==> src/rtl/dsm_pkg.sv <==
package dsm_pkg;

  typedef enum logic [1:0] {
    SP_UNIF = 2'd0,
    SP_INSN = 2'd1,
    SP_DATA = 2'd2,
    SP_IO   = 2'd3
  } space_e;

  // Power-on content of map register idx: every entry but the last
  // points at on-chip data segment 0, the last at unified segment 0.
  function automatic logic [15:0] map_reset_val(input int idx, input int num_maps);
    return (idx == num_maps - 1) ? 16'h0000 : 16'h2000;
  endfunction

endpackage

==> src/rtl/dsm_map_window.sv <==
module dsm_map_window
  import dsm_pkg::*;
#(
  parameter int NUM_MAPS   = 4,
  parameter int MAP_W      = 16,
  parameter int WA_W       = 16,
  parameter int WIN_BASE   = 'hFF08,
  parameter int ALIAS_ADDR = 'hFF04,
  parameter int ALIAS_IDX  = 2
) (
  input  logic                            clk,
  input  logic                            rst,
  input  logic                            we,
  input  logic [WA_W-1:0]                 waddr,
  input  logic [MAP_W-1:0]                wdata,
  input  logic [WA_W-1:0]                 raddr,
  output logic [MAP_W-1:0]                rdata,
  output logic [NUM_MAPS-1:0][MAP_W-1:0]  maps
);

  localparam logic [WA_W-1:0] ALIAS_A = WA_W'(ALIAS_ADDR);

  logic [NUM_MAPS-1:0] rd_hit;
  logic [MAP_W-1:0]    rd_next;

  // One storage word per map register, each decoding its own address
  for (genvar g = 0; g < NUM_MAPS; g++) begin : g_map
    localparam logic [WA_W-1:0] MY_A = WA_W'(WIN_BASE + 2 * g);
    localparam bit HAS_ALIAS = (g == ALIAS_IDX);
    logic wr_hit;

    assign wr_hit    = we && ((waddr == MY_A) || (HAS_ALIAS && (waddr == ALIAS_A)));
    assign rd_hit[g] = (raddr == MY_A) || (HAS_ALIAS && (raddr == ALIAS_A));

    always_ff @(posedge clk) begin
      if (rst)         maps[g] <= MAP_W'(map_reset_val(g, NUM_MAPS));
      else if (wr_hit) maps[g] <= wdata;
    end
  end

  always_comb begin
    rd_next = '0;
    for (int i = 0; i < NUM_MAPS; i++)
      if (rd_hit[i]) rd_next = maps[i];
  end

  always_ff @(posedge clk) begin
    if (rst) rdata <= '0;
    else     rdata <= rd_next;
  end

endmodule

==> src/rtl/dsm_xlate_core.sv <==
module dsm_xlate_core
  import dsm_pkg::*;
#(
  parameter int LA_W       = 18,
  parameter int BLK_W      = 14,
  parameter int NUM_MAPS   = 4,
  parameter int MAP_W      = 16,
  parameter int SEG_W      = 10,
  parameter int PA_W       = 26,
  parameter int IO_BIT     = 15,
  parameter int SPACE_LSB  = 12,
  parameter int NIB_LSB    = 12,
  parameter int PAGE_SHIFT = 16,
  parameter int IO_BASE    = 'hC000
) (
  input  logic [LA_W-1:0]                 laddr,
  input  logic [NUM_MAPS-1:0][MAP_W-1:0]  maps,
  output logic [PA_W-1:0]                 paddr,
  output space_e                          space,
  output logic                            fault,
  output logic [BLK_W-1:0]                offset
);

  localparam int IDX_W = (NUM_MAPS > 1) ? $clog2(NUM_MAPS) : 1;
  localparam logic [LA_W:0] LIMIT = (LA_W+1)'(NUM_MAPS) << BLK_W;

  logic [IDX_W-1:0] idx;
  logic             in_range;
  logic [MAP_W-1:0] map_sel;
  logic [SEG_W-1:0] seg;
  logic [1:0]       sp_code;
  logic             is_io;
  logic [1:0]       nib_k;
  logic [1:0]       nib_pos;
  logic [3:0]       page;
  logic [PA_W-1:0]  pa_blk;
  logic [PA_W-1:0]  pa_data;
  logic [PA_W-1:0]  pa_io;

  // index above the offset bits
  assign idx      = laddr[BLK_W +: IDX_W];
  assign offset   = laddr[BLK_W-1:0];
  assign in_range = {1'b0, laddr} < LIMIT;
  assign map_sel  = maps[idx];

  assign seg     = map_sel[SEG_W-1:0];
  assign sp_code = map_sel[SPACE_LSB +: 2];
  assign is_io   = map_sel[IO_BIT];

  // quarter of the block picks a nibble, highest nibble first
  assign nib_k   = offset[NIB_LSB +: 2];
  assign nib_pos = 2'd3 - nib_k;
  assign page    = map_sel[{nib_pos, 2'b00} +: 4];

  assign pa_blk  = (PA_W'(seg) << BLK_W) | PA_W'(offset);
  assign pa_data = (PA_W'(seg) << PAGE_SHIFT) + (PA_W'(idx) << BLK_W) + PA_W'(offset);
  assign pa_io   = (PA_W'(page) << PAGE_SHIFT) + PA_W'(IO_BASE) + PA_W'(offset);

  always_comb begin
    paddr = '0;
    space = SP_UNIF;
    fault = 1'b0;
    if (!in_range) begin
      fault = 1'b1;
    end else if (is_io) begin
      paddr = pa_io;
      space = SP_IO;
    end else begin
      unique case (sp_code)
        2'b00: begin paddr = pa_blk;  space = SP_UNIF; end
        2'b01: begin paddr = pa_blk;  space = SP_INSN; end
        2'b10: begin paddr = pa_data; space = SP_DATA; end
        default: fault = 1'b1;
      endcase
    end
  end

endmodule

==> src/rtl/dsm_len_clip.sv <==
module dsm_len_clip #(
  parameter int BLK_W = 14,
  parameter int LEN_W = 16
) (
  input  logic [BLK_W-1:0] offset,
  input  logic [LEN_W-1:0] req_len,
  input  logic             fault,
  output logic [LEN_W-1:0] grant_len
);

  localparam int CW = (LEN_W > BLK_W + 1) ? LEN_W : BLK_W + 1;

  logic [CW-1:0] room;
  logic [CW-1:0] want;

  // bytes left before the next block boundary
  assign room = (CW'(1) << BLK_W) - CW'(offset);
  assign want = CW'(req_len);

  always_comb begin
    if (fault)            grant_len = '0;
    else if (want < room) grant_len = LEN_W'(want);
    else                  grant_len = LEN_W'(room);
  end

endmodule

==> src/rtl/dsm_translator.sv <==
module dsm_translator
  import dsm_pkg::*;
#(
  parameter int LA_W       = 18,
  parameter int BLK_W      = 14,
  parameter int NUM_MAPS   = 4,
  parameter int MAP_W      = 16,
  parameter int SEG_W      = 10,
  parameter int PA_W       = 26,
  parameter int LEN_W      = 16,
  parameter int WA_W       = 16,
  parameter int WIN_BASE   = 'hFF08,
  parameter int ALIAS_ADDR = 'hFF04,
  parameter int ALIAS_IDX  = 2,
  parameter int IO_BASE    = 'hC000
) (
  input  logic              clk,
  input  logic              rst,
  input  logic              req_valid,
  input  logic [LA_W-1:0]   req_laddr,
  input  logic [LEN_W-1:0]  req_len,
  input  logic              win_we,
  input  logic [WA_W-1:0]   win_waddr,
  input  logic [MAP_W-1:0]  win_wdata,
  input  logic [WA_W-1:0]   win_raddr,
  output logic [MAP_W-1:0]  win_rdata,
  output logic              xl_valid,
  output logic [PA_W-1:0]   xl_paddr,
  output logic [1:0]        xl_space,
  output logic [LEN_W-1:0]  xl_len,
  output logic              xl_fault
);

  logic [NUM_MAPS-1:0][MAP_W-1:0] maps;
  logic [PA_W-1:0]   c_paddr;
  space_e            c_space;
  logic              c_fault;
  logic [BLK_W-1:0]  c_offset;
  logic [LEN_W-1:0]  c_len;

  dsm_map_window #(
    .NUM_MAPS(NUM_MAPS), .MAP_W(MAP_W), .WA_W(WA_W),
    .WIN_BASE(WIN_BASE), .ALIAS_ADDR(ALIAS_ADDR), .ALIAS_IDX(ALIAS_IDX)
  ) u_win (
    .clk(clk), .rst(rst), .we(win_we), .waddr(win_waddr), .wdata(win_wdata),
    .raddr(win_raddr), .rdata(win_rdata), .maps(maps)
  );

  dsm_xlate_core #(
    .LA_W(LA_W), .BLK_W(BLK_W), .NUM_MAPS(NUM_MAPS), .MAP_W(MAP_W),
    .SEG_W(SEG_W), .PA_W(PA_W), .IO_BASE(IO_BASE)
  ) u_core (
    .laddr(req_laddr), .maps(maps), .paddr(c_paddr), .space(c_space),
    .fault(c_fault), .offset(c_offset)
  );

  dsm_len_clip #(.BLK_W(BLK_W), .LEN_W(LEN_W)) u_clip (
    .offset(c_offset), .req_len(req_len), .fault(c_fault), .grant_len(c_len)
  );

  // outputs registered; the map seen here is the pre-write value
  always_ff @(posedge clk) begin
    if (rst) begin
      xl_valid <= 1'b0;
      xl_paddr <= '0;
      xl_space <= '0;
      xl_len   <= '0;
      xl_fault <= 1'b0;
    end else begin
      xl_valid <= req_valid;
      if (req_valid) begin
        xl_paddr <= c_paddr;
        xl_space <= c_space;
        xl_len   <= c_len;
        xl_fault <= c_fault;
      end
    end
  end

endmodule

==> config.mk <==
export PLATFORM = sky130hd
export DESIGN_NAME = dsm_translator
export DESIGN_NICKNAME = d
export VERILOG_FILES = /design/src/rtl/dsm_pkg.sv /design/src/rtl/dsm_map_window.sv /design/src/rtl/dsm_xlate_core.sv /design/src/rtl/dsm_len_clip.sv /design/src/rtl/dsm_translator.sv
export SDC_FILE = /design/constraint.sdc
export NUM_CORES = 1
export LEC_CHECK = 0
export ABC_CLOCK_PERIOD_IN_PS = 5100
export BUFFER_PORTS_ARGS = -buffer_cell sky130_fd_sc_hd__buf_4
export CAP_MARGIN = 30
export CELL_PAD_IN_SITES_DETAIL_PLACEMENT = 1
export CELL_PAD_IN_SITES_GLOBAL_PLACEMENT = 1
export CORE_MARGIN = 2
export CORE_UTILIZATION = 35
export DETAILED_ROUTE_END_ITERATION = 10
export PLACE_DENSITY = 0.8
export SLEW_MARGIN = 20
export SYNTH_ARGS = -nofsm -noshare
export SYNTH_HDL_FRONTEND = slang
export SYNTH_SLANG_ARGS = --single-unit
==> constraint.sdc <==
create_clock -name clk -period 5.1 [get_ports clk]
set_clock_uncertainty 0.2 [all_clocks]
set_input_delay 0.765 -clock clk [delete_from_list [all_inputs] [get_ports clk]]
set_output_delay 0.765 -clock clk [all_outputs]
set_load 0.02 [all_outputs]
==> results.md, run 1 <==
- The pre-antenna-repair detailed-routing pass consisted of 5 iterations.
- Yosys mapped a number of flops with a built-in enable equal to 0.
- During placement, the flow inserted port buffers numbering 147.
- For this run, the post-layout net count is 948.
- The synthesized netlist contains 50 unique library cells.
- The number of antenna-violating nets in the routed design is 0.
- The number of clock sinks seen by CTS is 126.
- The starting utilization of the core area is 0.357.
- The first global-routing pass estimated 33200 microns of wire.
- Yosys printed 0 warnings.
- The worst setup path startpoint is req_laddr[10].
- The portion of synthesized area spent on multiplexers is 0.0775.
- CTS placed an instance of sky130_fd_sc_hd__clkbuf_16 at the clock tree root.
- The post-detailed-route wirelength per cell is 19.7 microns.
- The number of antenna diodes in the final layout is 0.
- The capturing element type of the critical path is a register.
- The category of the most critical setup path is in -> reg.
- Buffers inserted to repair hold after CTS numbered 0.
- Once layout is complete, the utilization of the core stands at 0.461.
- The cell count after synthesis is 726.
- In the routed design, unresolved DRC markers number 0.
- Setup repair after global routing left no endpoint under its margin.
- The most common flop cell mapped by yosys is sky130_fd_sc_hd__dfxtp_1.
- In this run the most critical hold path is launched from xl_paddr[17].
- Of the total synthesized cell area, the portion taken by XOR and XNOR cells is 0.0171.
- The die footprint is 18700 sq um.
- The compound-gate portion of the synthesized area is 0.204.
- The number of violations of the max-capacitance limit is 0.
- The proportion of layout cells with a drive suffix above 1 is 0.270.
- Leaving out fill and tap cells, the most frequent cell in the layout is sky130_fd_sc_hd__buf_4.
- The number of global-route vias before repair is 6327.
- The largest family of logic cells by synthesized area is simple AND/OR/NAND/NOR gates.
- The proportion of synthesized flip-flops having asynchronous set or reset is 0.
- The final count of pins violating max slew was 0.
- In this run the deepest clock path goes through 2 buffers.
- The post-synthesis sequential element count is 126.
- The final critical path time including I/O delays and setup is 4.14 ns.
- The routability congestion estimate from global placement is 0.786.
- Gates resized during post-CTS repair numbered 0.
- After detailed routing, the total wire length is 21400 microns.
- The slew at the pin with the worst max-slew slack is 0.885 ns.
- Synthesis produced a netlist with a net count of 827.
- The overall die width is 137 microns.
- The area share of fa/ha/maj cells after synthesis is 0.0305.
- The initial antenna violation count is 0.
- The clock latency on the worst-skew pair is 0.43 ns.
- After clock tree synthesis, the clock-pin slew on the worst setup and hold paths is 0.06 ns.
- The run finished with clean final reports.
- TritonCTS created 17 clock buffers.
- The largest net degree at the start of global routing is 94.
- For this run the aggregate overflow at the end of global routing stands at 0.
- Across the VDD grid, the largest voltage drop is 238 uV.
- The DRC violation total after the first TritonRoute iteration is 348.
- The count of final hold-check violations is 0.
- The detailed router placed 6080 vias in this run.
- The final count of negative-setup-slack endpoints is 0.
- The die outline height is 137 microns.
- STA puts the critical path data required time at 5.20 ns.
- The area growth from synthesis to layout is 29.2%.
- The portion of the post-synthesis area used by sequential elements is 0.410.
- In this run the core area contains 48 standard-cell rows.
- Summed over all failing endpoints, the final setup total negative slack is 0 ns.
- The share of the clock period used by the worst path is 0.812.
- Based on the critical path, the design can be clocked at up to 241 MHz.
- In the routed layout, each cell is associated on average with a via count of 5.60.
- In the layout the commonest cells are sky130_fd_sc_hd__buf_4 (153), sky130_fd_sc_hd__nand2_1 (145), sky130_fd_sc_hd__dfxtp_1 (126).
- The post-CTS setup buffer count is 0.
- Summing every instance area after synthesis gives 6150 sq um.
- The CTS tree is built.
- The number of top-level pins is 148.
- In this run the critical register-to-register path is launched from u_win.maps[61].
- A synthesized cell averages 8.48 sq um.
- The classification of the worst-slack hold path is reg -> reg.
- For this design the static power due to leakage is 3.00 nW.
- Along the worst path, the maximum fanout reaches 12.
- Of the total synthesized cell area, the portion taken by AND, OR, NAND and NOR gates is 0.214.
- STA classifies the critical path startpoint as an input pin.
- In this run the tightest slew margin relative to its limit is 0.409.
- For this run, the total global-route usage over all layers was measured as 0.231.
- The deepest level of the CTS H-tree is 4.
- The data arrival time of the critical path is 4.24 ns.
- The estimated wirelength of the detail-placed design is 14700 microns.
- Power spread over the standard cell area amounts to 301 nW/um^2.
- The area of the core is 17200 sq um.
==> synthesized netlist by cell type, types with 2 or more instances <==
master                     instances  share of area
sky130_fd_sc_hd__a221o_1           2         0.0033
sky130_fd_sc_hd__o21ai_0          23          0.019
sky130_fd_sc_hd__a221oi_1          8          0.011
sky130_fd_sc_hd__xor2_1            5         0.0071
sky130_fd_sc_hd__dfxtp_1         126           0.41
sky130_fd_sc_hd__nor2_2            2         0.0020
sky130_fd_sc_hd__xnor2_1           7          0.010
sky130_fd_sc_hd__nand3b_1          3         0.0037
sky130_fd_sc_hd__a21oi_2          18          0.026
sky130_fd_sc_hd__a32oi_1          12          0.017
sky130_fd_sc_hd__or3_1             5         0.0051
sky130_fd_sc_hd__nor2_1           61          0.037
sky130_fd_sc_hd__and3_1            2         0.0020
sky130_fd_sc_hd__nor3_1           26          0.021
sky130_fd_sc_hd__buf_4             6         0.0073
sky130_fd_sc_hd__ha_1             15          0.031
sky130_fd_sc_hd__nand2_1         145          0.088
sky130_fd_sc_hd__and2_1            2         0.0020
sky130_fd_sc_hd__buf_6             2         0.0037
sky130_fd_sc_hd__inv_1            10         0.0061
sky130_fd_sc_hd__a21oi_1          68          0.055
sky130_fd_sc_hd__mux2i_1           6         0.0098
sky130_fd_sc_hd__nand3_1          19          0.015
sky130_fd_sc_hd__nand4_1           9         0.0091
sky130_fd_sc_hd__a22oi_1          49          0.060
sky130_fd_sc_hd__buf_2             9         0.0073
sky130_fd_sc_hd__nand2b_1          3         0.0031
sky130_fd_sc_hd__o41ai_1           3         0.0043
sky130_fd_sc_hd__mux4_2           18          0.066
sky130_fd_sc_hd__nor2b_1           7         0.0071
sky130_fd_sc_hd__buf_1             2         0.0012
sky130_fd_sc_hd__and4b_1           2         0.0033
sky130_fd_sc_hd__clkbuf_1         34          0.021
==> metal layers <==
layer / GRT usage / up-vias / wire length (microns)
met2: 0.409 / 182 / 10700
met1: 0.278 / 3009 / 9010
li1: - / 2856 / -
met5: 0 / - / 0
met4: 0.0804 / 0 / 456
met3: 0.0459 / 33 / 1180
==> final cells by class <==
cell class,count,area [sq um]
inverter,11,41.3
fill,2050,9290
clock inverter,14,135
timing repair buffer,155,1190
multi-input combinational,536,3340
clock buffer,18,439
tap,225,282
sequential,126,2520
==> final timing paths <==
path / to / slack (ns) / cells past startpoint
hold / removal: xl_paddr[17] / 0.25 / 2
hold reg to reg: xl_paddr[17] / 0.25 / 2
setup / recovery: xl_len[7] / 0.96 / 12
setup reg to reg: xl_len[7] / 2.94 / 5
==> where the power goes <==
| part | internal [W] | leakage, nW | switching, W |
|---|---|---|---|
| Combinational | 0.0000934 | 1.71 | 0.000130 |
| Sequential | 0.000992 | 1.02 | 0.00000459 |
| Clock | 0.000689 | 0.269 | 0.000485 |
| Total | 0.00177 | 3.00 | 0.000619 |
==> critical path, cell delays in order <==
cell                        delay (ns)
sky130_fd_sc_hd__buf_4            0.13
sky130_fd_sc_hd__or3_1            0.38
sky130_fd_sc_hd__or3_1            0.33
sky130_fd_sc_hd__or2_2            0.31
sky130_fd_sc_hd__xor2_1           0.22
sky130_fd_sc_hd__inv_1            0.08
sky130_fd_sc_hd__ha_1             0.30
sky130_fd_sc_hd__and4b_1          0.24
sky130_fd_sc_hd__a2111oi_2        0.44
sky130_fd_sc_hd__nand3_1          0.54
sky130_fd_sc_hd__a32oi_1          0.41
sky130_fd_sc_hd__a21oi_1          0.11
==> stage by stage <==
step	std cells	hold slack (ns)	cell area (sq um)	worst slack, ns	power (W)
3_3_place_gp	1051	0.233	7340	0.680	0.00123
6_report	1085	0.252	7950	0.958	0.00239
3_5_place_dp	1051	0.238	7340	0.593	0.00124
5_1_grt	1085	0.272	7950	0.753	0.00248
4_1_cts	1083	0.254	7910	1.03	0.00241
2_1_floorplan	726	0.242	6150	1.19	0.00112
==> state kept, by name, indices dropped and copies added (netlist names) <==
signal,cells
xl_len,16
xl_paddr,26
u_win.maps,64
u_win.rdata,16
xl_fault,1
xl_valid,1
xl_space,2
==> cell families after synthesis <==
logic type      Yosys count
simple gates            295
mux                      25
fa+ha+maj                15
xor+xnor                 12
flops                   126
buf+inv                  64
compound gates          189
No activity file was read; power rests on OpenSTA's default activity.
==> run 2, diff against run 1 <==
- ABC_AREA: not set -> 1
- ABC_CLOCK_PERIOD_IN_PS: 5100 -> 3900
- PLACE_DENSITY: 0.8 -> 0.83
- clock period: 5.1 -> 3.9 ns (I/O delays scaled with it)
==> run 2 against run 1 <==
Clock-buffer cell count up 1. Critical path depth up 4. Utilization down 0.73 points. First-iteration DRC count up 28%. Combinational power up 64%. Sequential share of layout area down 1.9 points. Critical path type unchanged.
==> results.md, run 2 <==
- The headroom to the max-slew limit is 0.388 (was 0.409).
- RSZ-0062 raised after global routing: no (unchanged).
- The global-route wire length before repair is 38400 microns (was 33200 microns).
- The power density over the cells is 395 nW/um^2 (was 301 nW/um^2).
- The count of fill cells added during filler insertion is 2435 (was 2050).
- The worst-case clock buffer depth is 2 (unchanged).
- The post-synthesis sequential element count is 126 (unchanged).
- Largest registers ranked by flip-flop count: u_win.maps x64, xl_paddr x26 (unchanged).
- The proportion of layout cells with a drive suffix above 1 is 0.179 (was 0.270).
- The most numerous cell in the Yosys netlist is sky130_fd_sc_hd__nand2_1 (unchanged).
- The leading cell type in the layout, fill and taps excluded is sky130_fd_sc_hd__nand2_1 (was sky130_fd_sc_hd__buf_4).
- The final count of negative-setup-slack endpoints is 0 (unchanged).
- The DRC violations left came to 0 (unchanged).
- The number of antenna-violating nets in the routed design is 0 (unchanged).
- The most common flop cell mapped by yosys is sky130_fd_sc_hd__dfxtp_1 (unchanged).
- The post-synthesis cell type count is 29 (was 50).
- The global-route congestion overflow total came to 0 (unchanged).
- Run status: finished, final reports clean (unchanged).
- The total CTS buffers is 17 (unchanged).
- The final standard cell count with taps included and fillers excluded is 1370 (was 1085).
- The post-cts resize count was 0 (unchanged).
- The proportion of synthesized flip-flops having asynchronous set or reset is 0 (unchanged).
- The proportion of netlist area held by the largest area contributor came to 0.381 (was 0.410).
- The area of the core was 18600 sq um (was 17200 sq um).
- The largest net degree at the start of global routing was 77 (was 94).
- The count of yosys warnings during synthesis came to 0 (unchanged).
- The die footprint was 20000 sq um (was 18700 sq um).
- The post-detailed-route wirelength per cell is 17.2 microns (was 19.7 microns).
- The overall fraction of global-route tracks in use is 0.241 (was 0.231).
- The aggregate routed wire length is 23500 microns (was 21400 microns).
- The die outline height was 141 microns (was 137 microns).
- The number of detailed-route iterations in the first pass is 5 (unchanged).
- The post-layout utilization of the core is 0.454 (was 0.461).
- The portion of the post-synthesis area used by sequential elements is 0.381 (was 0.410).
- The cell type contributing the most total cell area after synthesis is sky130_fd_sc_hd__dfxtp_1 (unchanged).
- The port buffer count came to 147 (unchanged).
- The count of final hold-check violations is 0 (unchanged).
- The classification of the worst-slack hold path is in -> reg (was reg -> reg).
- The count of flip-flops with a built-in enable after synthesis is 0 (unchanged).
- The count of placed standard cells including taps is 1338 (was 1051).
- The clock slew seen by the registers of the worst setup and hold paths is 0.06 ns (about the same).
- The DRC violation total after the first TritonRoute iteration is 445 (was 348).
- The peak supply drop is 257 uV (was 238 uV).
- The standby leakage power is 3.85 nW (was 3.00 nW).
- The number of nets in the layout came to 1224 (was 948).
- The number of hold buffers added after CTS is 0 (unchanged).
- The via-per-instance ratio was 5.32 (was 5.60).
- The capturing element type of the critical path is a register (unchanged).
- The data required time of the worst path came to 3.96 ns (was 5.20 ns).
- The register bank with the most flops is u_win.maps (unchanged).
- The area taken by flip-flops and latches is 2520 sq um (unchanged).
- The slew at the pin with the worst max-slew slack is 0.918 ns (was 0.885 ns).
- The flip-flop count of the largest register after layout is 64 (unchanged).
- The minimum setup slack among reg-to-reg paths came to 1.72 ns (was 2.94 ns).
- The number of standard-cell rows in the floorplan is 50 (was 48).
- The data arrival time of the critical path was 3.33 ns (was 4.24 ns).
- The area growth from synthesis to layout is 27.9% (was 29.2%).
- Ranking of synthesized cells by instance count: sky130_fd_sc_hd__nand2_1 (255), sky130_fd_sc_hd__dfxtp_1 (126), sky130_fd_sc_hd__inv_1 (116), sky130_fd_sc_hd__nor2_1 (100), sky130_fd_sc_hd__a21oi_1 (81) (was sky130_fd_sc_hd__nand2_1 (145), sky130_fd_sc_hd__dfxtp_1 (126), sky130_fd_sc_hd__a21oi_1 (68), sky130_fd_sc_hd__nor2_1 (61), sky130_fd_sc_hd__a22oi_1 (49)).
- The initial antenna violation count is 0 (unchanged).
- Commonest cells after routing, fill and taps aside: sky130_fd_sc_hd__nand2_1 (255), sky130_fd_sc_hd__buf_4 (159), sky130_fd_sc_hd__dfxtp_1 (126) (was sky130_fd_sc_hd__buf_4 (153), sky130_fd_sc_hd__nand2_1 (145), sky130_fd_sc_hd__dfxtp_1 (126)).
- The cell area after synthesis is 6620 sq um (was 6150 sq um).
- Top post-synthesis cells by area: sky130_fd_sc_hd__dfxtp_1 (38%), sky130_fd_sc_hd__nand2_1 (14%), sky130_fd_sc_hd__inv_1 (6.6%) (was sky130_fd_sc_hd__dfxtp_1 (41%), sky130_fd_sc_hd__nand2_1 (8.8%), sky130_fd_sc_hd__mux4_2 (6.6%)).
- The estimated wirelength of the detail-placed design is 15900 microns (was 14700 microns).
- The post-CTS setup buffer count was 0 (unchanged).
- The critical path startpoint category was an input pin (unchanged).
- The combined area of the multi-input logic cells came to 3390 sq um (was 3340 sq um).
- The number of violations of the max-capacitance limit came to 0 (unchanged).
- The category of the most critical setup path is in -> reg (unchanged).
- The clock latency on the worst-skew pair came to 0.42 ns (was 0.43 ns).
- The cell count after synthesis was 1002 (was 726).
- The starting utilization of the core area is 0.355 (was 0.357).
- The final critical path time including I/O delays and setup is 3.27 ns.
- The overall die width was 141 microns (was 137 microns).
- The CTS tree is built (unchanged).
- The deepest level of the CTS H-tree came to 4 (unchanged).
- The worst-path maximum fanout is 15 (was 12).
- The mean instance size in the synthesized netlist is 6.60 sq um (was 8.48 sq um).
- The number of vias in the routed layout came to 7286 (was 6080).
- The number of top-level pins is 148 (unchanged).
- The routability congestion estimate from global placement is 0.795 (was 0.786).
- The total negative slack for setup checks was 0 ns (unchanged).
- The number of antenna cells inserted came to 0 (unchanged).
- The number of clock sinks seen by CTS is 126 (unchanged).
- The cell at the root of the clock tree is sky130_fd_sc_hd__clkbuf_16 (unchanged).
- The final count of pins violating max slew is 0 (unchanged).
- The total nets after synthesis is 1103 (was 827).
- The number of global-route vias before repair was 7536 (was 6327).
- In the finished design, the share of the clock period the worst path needs comes to 0.838.
- The highest clock rate is 306 MHz.
run 2: power by group:
group,leakage (nW),internal [W],switching (W),total [W]
sequential,1.02,0.00130,0.00000721,0.00131
clock,0.299,0.00104,0.000631,0.00167
combinational,2.53,0.000133,0.000232,0.000366
run 2: metal layers:
| metal | GRT usage | up-vias | share of wire |
|---|---|---|---|
| li1 | - | 3524 | - |
| met1 | 0.321 | 3500 | 0.47 |
| met2 | 0.392 | 220 | 0.46 |
| met3 | 0.0486 | 42 | 0.048 |
| met4 | 0.0800 | 0 | 0.021 |
| met5 | 0 | - | 0 |
run 2: metrics by stage:
stage / total power (W) / instance area (sq um) / hold slack (ns) / setup WS (ns)
2_1_floorplan: 0.00153 / 6620 / 0.230 / 0.822
5_1_grt: 0.00346 / 8460 / 0.231 / 0.255
6_report: 0.00334 / 8460 / 0.231 / 0.634
3_3_place_gp: 0.00169 / 7850 / 0.230 / 0.388
4_1_cts: 0.00337 / 8460 / 0.225 / 0.677
3_5_place_dp: 0.00170 / 7850 / 0.245 / 0.252
run 2: final timing paths:
kind	startpoint	to	depth (start not counted)
max	req_laddr[0]	xl_len[14]	16
min	req_laddr[8]	xl_paddr[8]	3
max reg2reg	u_win.maps[60]	xl_len[2]	11
min reg2reg	xl_len[15]	xl_len[15]	2
run 2: kinds of logic (layout without fill, tap and decap cells):
group                    after synthesis  count (layout)  share of synthesized area
adder cells (fa/ha/maj)               15              15                     0.0284
buffers and inverters                177             311                      0.107
flip-flops                           126             126                      0.381
AND/OR/NAND/NOR                      481             481                      0.310
XOR/XNOR                               6               6                    0.00794
AO/OA/AOI/OAI                        197             197                      0.166
run 2: cell type report:
type | count | area share
tap | 234 | 0.0346
inverter | 120 | 0.0532
multi-input combinational | 699 | 0.400
clock inverter | 13 | 0.0194
clock buffer | 19 | 0.0535
timing repair buffer | 159 | 0.141
sequential | 126 | 0.298
run 2: critical path, stage by stage:
cell and delay [ns]:
sky130_fd_sc_hd__buf_4 0.12, sky130_fd_sc_hd__inv_1 0.10, sky130_fd_sc_hd__ha_1 0.20, sky130_fd_sc_hd__nand3_1 0.15
sky130_fd_sc_hd__nor2_1 0.31, sky130_fd_sc_hd__nand4_1 0.17, sky130_fd_sc_hd__inv_1 0.09, sky130_fd_sc_hd__nand2_1 0.07
sky130_fd_sc_hd__ha_1 0.33, sky130_fd_sc_hd__nand2_1 0.08, sky130_fd_sc_hd__nor4_1 0.27, sky130_fd_sc_hd__nand2_1 0.11
sky130_fd_sc_hd__nand2_1 0.44, sky130_fd_sc_hd__nand2_1 0.13, sky130_fd_sc_hd__nand3_1 0.10, sky130_fd_sc_hd__a21oi_1 0.07
==> run 3, diff against run 2 <==
- ABC_CLOCK_PERIOD_IN_PS: 3900 -> 3400
- clock period: 3.9 -> 3.4 ns (I/O delays scaled with it)
==> run 3 against run 2 <==
Non-clock buffer count increased by 8. Global-route usage hardly changed. Via count up 0.44%. Utilization increased by 0.15 points. Register-to-register slack worse by 0.35 ns. Clock-buffer cell count rose by 3. Clock power increased by 7%. Sequential power up 15%. Sequential share of layout area decreased by 0.097 points. Final cell count grew 0.58%. Critical endpoint unchanged. Largest power group unchanged. Total power grew 11%.
==> results.md, run 3 (synthesis results as in run 2) <==
- The starting utilization of the core area is 0.355 (unchanged).
- The number of cells on the worst reg-to-reg path is 10 (was 11).
- The worst-case clock buffer depth is 2 (unchanged).
- The start of the worst register-to-register path is u_win.maps[61] (was u_win.maps[60]).
- Dividing the final minimum period by the clock period gives 0.906.
- The leading cell type in the layout, fill and taps excluded is sky130_fd_sc_hd__nand2_1 (unchanged).
- The standby leakage power is 3.85 nW (about the same).
- The final instance area is 8490 sq um (was 8460 sq um).
- The estimated wirelength of the detail-placed design is 16700 microns (was 15900 microns).
- The post-CTS setup buffer count was 0 (unchanged).
- RSZ-0062 raised after global routing: no (unchanged).
- The number of clock sinks seen by CTS was 126 (unchanged).
- The endpoint of the worst register-to-register path is xl_paddr[14] (was xl_len[2]).
- The deepest level of the CTS H-tree was 4 (unchanged).
- The number of detailed-route iterations in the first pass is 5 (unchanged).
- The worst-case hold slack was 0.166 ns (was 0.231 ns).
- The number of antenna-violating nets in the routed design is 0 (unchanged).
- The number of buffer and inverter stages on the critical path came to 4 (was 3).
- The overall fraction of global-route tracks in use is 0.242 (was 0.241).
- The clock slew seen by the registers of the worst setup and hold paths came to 0.06 ns (about the same).
- The total CTS buffers came to 17 (unchanged).
- The port buffer count was 147 (unchanged).
- The path length in cells of the critical path is 16 (unchanged).
- Run status: finished, final reports clean (unchanged).
- The number of antenna cells inserted is 0 (unchanged).
- The area of the core was 18600 sq um (unchanged).
- The DRC violation total after the first TritonRoute iteration is 301 (was 445).
- The global-route wire length before repair came to 38600 microns (was 38400 microns).
- The flip-flop count of the largest register after layout is 64 (unchanged).
- The count of final hold-check violations is 0 (unchanged).
- The headroom to the max-slew limit is 0.394 (was 0.388).
- The classification of the worst-slack hold path is in -> reg (unchanged).
- The post-cts resize count is 0 (unchanged).
- The routability congestion estimate from global placement is 0.870 (was 0.795).
- The number of top-level pins is 148 (unchanged).
- The DRC violations left is 0 (unchanged).
- The minimum setup slack among reg-to-reg paths is 1.37 ns (was 1.72 ns).
- The slew at the pin with the worst max-slew slack is 0.909 ns (was 0.918 ns).
- The category of the most critical setup path was in -> reg (unchanged).
- The via-per-instance ratio is 5.31 (was 5.32).
- The post-detailed-route wirelength per cell is 17.2 microns (about the same).
- The number of global-route vias before repair is 7534 (was 7536).
- The worst setup path startpoint was req_laddr[0] (unchanged).
- Sequence of cells on the critical path: buf_4, inv_1, nand3_1, inv_1, nand3_1, nor2_1, xor2_1, inv_1, ha_1, nand2_1, nor4_1, nand2_1, nand2_2, nand2_1, nand3_1, a21oi_1 (was buf_4, inv_1, ha_1, nand3_1, nor2_1, nand4_1, inv_1, nand2_1, ha_1, nand2_1, nor4_1, nand2_1, nand2_1, nand2_1, nand3_1, a21oi_1).
- The number of nets in the layout is 1232 (was 1224).
- The highest clock rate is 325 MHz.
- The longest individual stage delay on the worst path is 0.37 ns (was 0.44 ns).
- The overall die width is 141 microns (unchanged).
- The worst-path maximum fanout was 15 (unchanged).
- The number of violations of the max-capacitance limit is 0 (unchanged).
- The area growth from synthesis to layout was 28.3% (was 27.9%).
- Largest registers ranked by flip-flop count: u_win.maps x64, xl_paddr x26 (unchanged).
- The power density over the cells came to 438 nW/um^2 (was 395 nW/um^2).
- The initial antenna violation count is 0 (unchanged).
- The register bank with the most flops was u_win.maps (unchanged).
- The number of standard-cell rows in the floorplan is 50 (unchanged).
- The clock latency on the worst-skew pair was 0.42 ns (about the same).
- The CTS tree is built (unchanged).
- The peak supply drop is 319 uV (was 257 uV).
- The die outline height is 141 microns (unchanged).
- The global-route congestion overflow total is 0 (unchanged).
- The number of vias in the routed layout is 7318 (was 7286).
- The capturing element type of the critical path is a register (unchanged).
- The final count of negative-setup-slack endpoints is 0 (unchanged).
- The aggregate routed wire length is 23800 microns (was 23500 microns).
- The hold-critical path depth is 3 (unchanged).
- The largest net degree at the start of global routing came to 77 (unchanged).
- The critical path startpoint category is an input pin (unchanged).
- The final critical path time including I/O delays and setup is 3.08 ns.
- The number of hold buffers added after CTS came to 0 (unchanged).
- The end point of the critical path was xl_len[14] (unchanged).
- The final count of pins violating max slew came to 0 (unchanged).
- The data arrival time of the critical path was 3.15 ns (was 3.33 ns).
- The data required time of the worst path is 3.47 ns (was 3.96 ns).
- The total cell area at the placement stage was 7920 sq um (was 7850 sq um).
- The dominant delay contributor by cell family on the critical path is simple AND/OR/NAND/NOR gates (unchanged).
- The cell at the root of the clock tree is sky130_fd_sc_hd__clkbuf_16 (unchanged).
- The proportion of layout cells with a drive suffix above 1 is 0.181 (was 0.179).
- The critical-path cell with the highest stage delay was sky130_fd_sc_hd__nor4_1 (was sky130_fd_sc_hd__nand2_1).
- The die footprint is 20000 sq um (unchanged).
- Commonest cells after routing, fill and taps aside: sky130_fd_sc_hd__nand2_1 (254), sky130_fd_sc_hd__buf_4 (166), sky130_fd_sc_hd__dfxtp_1 (126) (was sky130_fd_sc_hd__nand2_1 (255), sky130_fd_sc_hd__buf_4 (159), sky130_fd_sc_hd__dfxtp_1 (126)).
[run 3: layer usage]
layer	GRT usage	up-vias	part of all wire
met1	0.318	3517	0.46
met2	0.401	228	0.47
met3	0.0476	38	0.054
met5	0	-	0
met4	0.0747	0	0.019
li1	-	3535	-
[run 3: area by class of cell]
type / instances / area (sq um)
multi-input combinational: 699 / 3390
clock inverter: 10 / 115
timing repair buffer: 167 / 1270
inverter: 120 / 450
clock buffer: 22 / 454
sequential: 126 / 2520
fill: 2431 / 10200
tap: 234 / 293
[run 3: worst min-delay path by stage]
stage | startpoint | to | slack (ns)
final | req_laddr[3] | xl_paddr[3] | 0.17
after global routing | req_laddr[7] | xl_paddr[7] | 0.17
after CTS | req_laddr[3] | xl_paddr[3] | 0.16
after detailed placement | xl_len[15] | xl_len[15] | 0.25
after global placement | xl_len[15] | xl_len[15] | 0.24
after floorplan | u_win.maps[50] | u_win.maps[50] | 0.23
[run 3: stage by stage]
stage          setup TNS [ns]  power (W)   util  setup slack [ns]  instances
3_5_place_dp            -1.62    0.00195  0.425            -0.132       1346
6_report                    0    0.00372  0.455             0.320       1378
2_1_floorplan               0    0.00175      -             0.397       1002
4_1_cts                     0    0.00374  0.455             0.156       1378
5_1_grt                     0    0.00386  0.455            0.0125       1378
3_3_place_gp                0    0.00194  0.425             0.101       1346
[run 3: worst register-to-register path, cell delays in order, from the launching register on]
cell	delay [ns]
sky130_fd_sc_hd__dfxtp_1	0.31
sky130_fd_sc_hd__inv_1	0.07
sky130_fd_sc_hd__nand2_1	0.06
sky130_fd_sc_hd__nand3_1	0.10
sky130_fd_sc_hd__nand2_1	0.11
sky130_fd_sc_hd__inv_1	0.36
sky130_fd_sc_hd__nor2_4	0.10
sky130_fd_sc_hd__inv_1	0.14
sky130_fd_sc_hd__o21ai_0	0.09
sky130_fd_sc_hd__o21ai_0	0.23
sky130_fd_sc_hd__a21oi_1	0.10
[run 3: report_power, final]
part / switching, W / total [W] / internal, W
clock network: 0.000699 / 0.00179 / 0.00109
logic: 0.000266 / 0.000425 / 0.000159
registers: 0.00000827 / 0.00150 / 0.00149
total: 0.000974 / 0.00372 / 0.00274
